`config.mk`:
```
export PLATFORM = sky130hd
export DESIGN_NAME = mpcw_mute_gate
export DESIGN_NICKNAME = d
export VERILOG_FILES = /design/src/rtl/mpcw_pkg.sv /design/src/rtl/mpcw_addr_decode.sv /design/src/rtl/mpcw_mute_reg.sv /design/src/rtl/mpcw_flag_gate.sv /design/src/rtl/mpcw_mute_gate.sv
export SDC_FILE = /design/constraint.sdc
export NUM_CORES = 1
export LEC_CHECK = 0
export ABC_AREA = 1
export CAP_MARGIN = 20
export CORE_AREA = 4 4 52 54
export DETAILED_ROUTE_END_ITERATION = 6
export DIE_AREA = 0 0 56 58
export GPL_TIMING_DRIVEN = 1
export HOLD_SLACK_MARGIN = 0.12
export PLACE_DENSITY = 0.73
export SLEW_MARGIN = 15
export SYNTH_ARGS = -nofsm -noshare
export SYNTH_HDL_FRONTEND = slang
export SYNTH_SLANG_ARGS = --single-unit
```
`constraint.sdc`:
```
create_clock -name clk -period 2.7 [get_ports clk]
set_clock_uncertainty 0.2 [all_clocks]
set_input_delay 0.54 -clock clk [delete_from_list [all_inputs] [get_ports clk]]
set_output_delay 0.54 -clock clk [all_outputs]
set_load 0.02 [all_outputs]
```
`src/rtl/mpcw_pkg.sv`:
```
package mpcw_pkg;
   typedef enum logic {
      WAKE_ON_IDLE = 1'b0,
      WAKE_ON_ADDR = 1'b1
   } wake_e;

   typedef struct packed {
      logic rne;
      logic idle;
      logic perr;
   } rx_evt_t;
endpackage

```
`src/rtl/mpcw_addr_decode.sv`:
```
module mpcw_addr_decode #(
   parameter int DW = 9,
   parameter int AW = 4
) (
   input  logic [DW-1:0] data,
   input  logic          par_en,
   input  logic          len9,
   input  logic [AW-1:0] node_addr,
   output logic          tag_bit,
   output logic          addr_hit
);
   localparam int IW = $clog2(DW);

   logic [IW-1:0] top_idx;
   logic [IW-1:0] tag_idx;

   generate
      if (DW < 8 || DW > 9) begin : g_bad_dw
         $error("mpcw_addr_decode: DW must be 8 or 9");
      end
      if (AW + 2 > DW) begin : g_bad_aw
         $error("mpcw_addr_decode: AW leaves no room for the tag bit");
      end
      if (DW > 8) begin : g_len_sel
         assign top_idx = len9 ? IW'(8) : IW'(7);
      end else begin : g_len_fix
         logic unused_len;
         assign unused_len = len9;
         assign top_idx = IW'(DW - 1);
      end
   endgenerate

   assign tag_idx  = par_en ? (top_idx - IW'(1)) : top_idx;
   assign tag_bit  = data[tag_idx];
   assign addr_hit = (data[AW-1:0] == node_addr);
endmodule

```
`src/rtl/mpcw_mute_reg.sv`:
```
module mpcw_mute_reg (
   input  logic clk,
   input  logic rst_n,
   input  logic sw_wr,
   input  logic sw_val,
   input  logic hw_set,
   input  logic hw_clr,
   output logic mute_q
);
   logic mute_d;

   always_comb begin
      mute_d = mute_q;
      if (hw_clr) mute_d = 1'b0;
      if (hw_set) mute_d = 1'b1;
      if (sw_wr)  mute_d = sw_val;
   end

   always_ff @(posedge clk) begin
      if (!rst_n) mute_q <= 1'b0;
      else        mute_q <= mute_d;
   end
endmodule

```
`src/rtl/mpcw_flag_gate.sv`:
```
module mpcw_flag_gate
   import mpcw_pkg::*;
#(
   parameter int DW = 9
) (
   input  logic          clk,
   input  logic          rst_n,
   input  wake_e         mode,
   input  logic          muted,
   input  logic          par_en,
   input  logic          frame_vld,
   input  logic [DW-1:0] frame_data,
   input  logic          frame_perr,
   input  logic          idle_vld,
   input  logic          tag_bit,
   input  logic          addr_hit,
   output logic          hw_set,
   output logic          hw_clr,
   output rx_evt_t       evt_q,
   output logic [DW-1:0] data_q
);
   logic    is_addr;
   logic    deliver;
   rx_evt_t evt_d;

   always_comb begin
      is_addr = (mode == WAKE_ON_ADDR) && frame_vld && tag_bit;
      deliver = frame_vld && (is_addr ? addr_hit : !muted);
      hw_clr  = ((mode == WAKE_ON_IDLE) && idle_vld && muted) || (is_addr && addr_hit);
      hw_set  = is_addr && !addr_hit;
      evt_d.rne  = deliver;
      evt_d.idle = idle_vld && !muted;
      evt_d.perr = deliver && par_en && frame_perr;
   end

   always_ff @(posedge clk) begin
      if (!rst_n) begin
         evt_q  <= '0;
         data_q <= '0;
      end else begin
         evt_q <= evt_d;
         if (deliver) data_q <= frame_data;
      end
   end
endmodule

```
`src/rtl/mpcw_mute_gate.sv`:
```
module mpcw_mute_gate
   import mpcw_pkg::*;
#(
   parameter int DW = 9,
   parameter int AW = 4
) (
   input  logic          clk,
   input  logic          rst_n,
   input  logic          sw_wr,
   input  logic          sw_mute,
   input  logic          wake_addr,
   input  logic          par_en,
   input  logic          len9,
   input  logic [AW-1:0] node_addr,
   input  logic          frame_vld,
   input  logic [DW-1:0] frame_data,
   input  logic          frame_perr,
   input  logic          idle_vld,
   output logic          muted,
   output logic          rne_set,
   output logic          idle_set,
   output logic          perr_set,
   output logic [DW-1:0] rx_data
);
   logic    tag_bit;
   logic    addr_hit;
   logic    hw_set;
   logic    hw_clr;
   rx_evt_t evt;
   wake_e   mode;

   assign mode = wake_e'(wake_addr);

   mpcw_addr_decode #(.DW(DW), .AW(AW)) u_dec (
      .data      (frame_data),
      .par_en    (par_en),
      .len9      (len9),
      .node_addr (node_addr),
      .tag_bit   (tag_bit),
      .addr_hit  (addr_hit)
   );

   mpcw_mute_reg u_mute (
      .clk    (clk),
      .rst_n  (rst_n),
      .sw_wr  (sw_wr),
      .sw_val (sw_mute),
      .hw_set (hw_set),
      .hw_clr (hw_clr),
      .mute_q (muted)
   );

   mpcw_flag_gate #(.DW(DW)) u_gate (
      .clk        (clk),
      .rst_n      (rst_n),
      .mode       (mode),
      .muted      (muted),
      .par_en     (par_en),
      .frame_vld  (frame_vld),
      .frame_data (frame_data),
      .frame_perr (frame_perr),
      .idle_vld   (idle_vld),
      .tag_bit    (tag_bit),
      .addr_hit   (addr_hit),
      .hw_set     (hw_set),
      .hw_clr     (hw_clr),
      .evt_q      (evt),
      .data_q     (rx_data)
   );

   assign rne_set  = evt.rne;
   assign idle_set = evt.idle;
   assign perr_set = evt.perr;
endmodule

```
==> out/metrics.yaml <==
outcome: "finished clean"
grt_max_degree: 12
area_growth_pct: 45.83
end_kind: "flip-flop"
io_buffers: 35
pwr-share-clk: 0.223
p_seq_frac: 0.417
wire_per_inst_um: 9.470
stdcell_count: 198
ys_seq_area_frac: 0.2989
crit_slowest_cell: "clkdlybuf4s50_1"
period_minus_slack_ns: 2.353
ir_drop_mv: 0.1638
post_cts_resized: 0
hold_buffers: 0
numCtsBuffers: 3
power.internal_uw: 355.4
vias: 861
min_from: "u_gate.data_q[8]"
switchingPower_uw: 163.6
start_util: 0.3937
wirelength_um: 1875
dr.pass1.iters: 4
post-cts-setup-buffer-count: 0
worst_hold_path.endpoint: "u_gate.data_q[8]"
fin_area_mm2: 0.001270
worstMarginPinSlew_ns: 0.3701
cp.required_ns: 2.71
grt.overflow.total: 0
finalSetupViolCount: 0
fp-row-count: 17
crit_arrival_ns: 2.36
drtIter0Drc: 20
final_max_slew_viol_count: 0
place_area_mm2: 0.001244
r2r-start: "u_mute.mute_q"
fp.coreArea_mm2: 0.002212
groute.usage.overall: 0.1249
reg2reg_depth: 5
final_common_cell: "inv_1"
timing.hold.ws_ns: 0.3164
h-tree-depth: 1
worst-path-max-fanout: 11
rsz0062_at_grt: "no"
leakage_uw: 0.0006564
die_area_mm2: 0.003248
insertedDiodeCount: 0
crit_chain: "clkdlybuf4s50_1 > inv_1 > ha_1 > inv_2 > nand3_2 > a21oi_4 > nand2_4 > nand2_8 > nand3_4 > nand2_2 > inv_1 > nor2_1"
synth_top_cell_area_share: 0.2989
synth_area_leaders: "dfxtp_1 (30%), inv_1 (16%), nand2_1 (14%)"
syn_area_um2: 870.8
ys_seq_elements: 13
hold_viol_final: 0
place_congestion: 0.7689
antenna_found_initial: 0
dieHeight_um: 58
path_common_cell: "inv_1"
cts_buffer_depth: 2
viasPerCell: 4.348
clkTransAtPathRegs_ns: 0.08
fmax_mhz: 425.0
root_buffer: "clkbuf_4"
placedCellCount: 194
drive_gt1_frac: 0.1353
place_hpwl_um: 1641
grt_first_pass_wirelength_um: 3284
power-per-cell-area_mw_per_mm2: 408.7
grt_pass1_vias: 823
pin_count: 36
power_uw: 519.0
worstSkewPairLatency_ns: 0.26
fin_crit_sh: 0.8715
synth.distinct_cells: 20
p_comb_frac: 0.360
r2r-end: "u_gate.data_q[8]"
drc: 0
p_sw_frac: 0.3153
syn_nets: 158
start_kind: "primary input"
clock-sinks: 13
slowest_delay_ns: 0.48
final.setup.tns_ns: 0
slew_headroom: 0.7525
hold_path_depth: 4
chipWidth_um: 56
drv_cap: 0
reg2reg_slack_ns: 1.47
syn_avg_cell_area_um2: 6.548
cts_tree: "built"
nets: 196
synth_top_area_cell: "dfxtp_1"
crit_type: "primary input to flip-flop"
final_antenna_net_count: 0
yosysWarnings: 0
hold_class: "flip-flop to flip-flop"
mostFrequentLayoutCells: "inv_1 (37), clkdlybuf4s50_1 (35), nand2_1 (32), dfxtp_1 (13), nor2_1 (12)"
syn_inst: 133
worst max-delay path by stage:
stage                start  slack, ns               end
floorplan           par_en       0.64  u_gate.data_q[0]
global placement    par_en       0.09  u_gate.data_q[8]
detailed placement  par_en       0.04  u_gate.data_q[3]
CTS                 par_en       0.33  u_gate.data_q[8]
global route        par_en       0.17  u_gate.data_q[0]
finish              par_en       0.35  u_gate.data_q[0]
power by group through the flow:
| stage | clock [uW] | sequential [uW] | combinational, uW |
|---|---|---|---|
| final | 116 | 216 | 187 |
| after global routing | 127 | 219 | 207 |
| after CTS | 119 | 217 | 189 |
| after detailed placement | 0 | 221 | 188 |
| after global placement | 0 | 221 | 185 |
| after floorplan | 0 | 241 | 90.7 |
layout make-up:
| type | instances | area [um^2] |
|---|---|---|
| repair buffers | 36 | 357.8 |
| well taps | 28 | 35.03 |
| clock buffers | 4 | 26.28 |
| flip-flops and latches | 13 | 260.3 |
| multi-input cells | 78 | 444.2 |
| inverters | 39 | 146.4 |
| fillers | 228 | 942.2 |
layer usage:
layer | global-route usage | up-vias | wire [um]
met3 | 0.01559 | 2 | 84
met5 | 0 | - | 0
li1 | - | 469 | -
met1 | 0.1457 | 364 | 824
met2 | 0.2254 | 26 | 946
met4 | 0.06102 | 0 | 19
Yosys cell counts, drive strengths merged:
cell,n
nand2,43
inv,39
dfxtp,13
nor2,12
nand4,11
nand3,6
buf,2
ha,2
nor3,2
a21oi,1
clkbuf,1
or2,1
registers in the layout (all words and copies together), names as in the netlist:
signal / flops
u_gate.data_q: 9
u_gate.evt_q: 3
u_mute.mute_q: 1
worst max-delay path, delay by kind of cell:
kind                       cells  cell delay, ns
and+or+nand+nor                6            0.62
buffers and inverters          4            0.66
AOI/OAI and AO/OA              1            0.21
adders and majority gates      1            0.33
per-stage QoR:
stage | utilization | worst slack (ns)
2_1_floorplan | - | 0.6398
3_3_place_gp | 0.5622 | 0.08666
3_5_place_dp | 0.5622 | 0.04261
4_1_cts | 0.5741 | 0.3313
5_1_grt | 0.5741 | 0.1703
6_report | 0.5741 | 0.3471
kinds of logic after synthesis:
| family | Yosys count | share of synthesized area |
|---|---|---|
| AND/OR/NAND/NOR | 75 | 0.4626 |
| buffers and inverters | 42 | 0.1911 |
| flip-flops | 13 | 0.2989 |
| adder cells (fa/ha/maj) | 2 | 0.02873 |
| AO/OA/AOI/OAI | 1 | 0.01868 |
No activity file was read; power rests on OpenSTA's default activity.
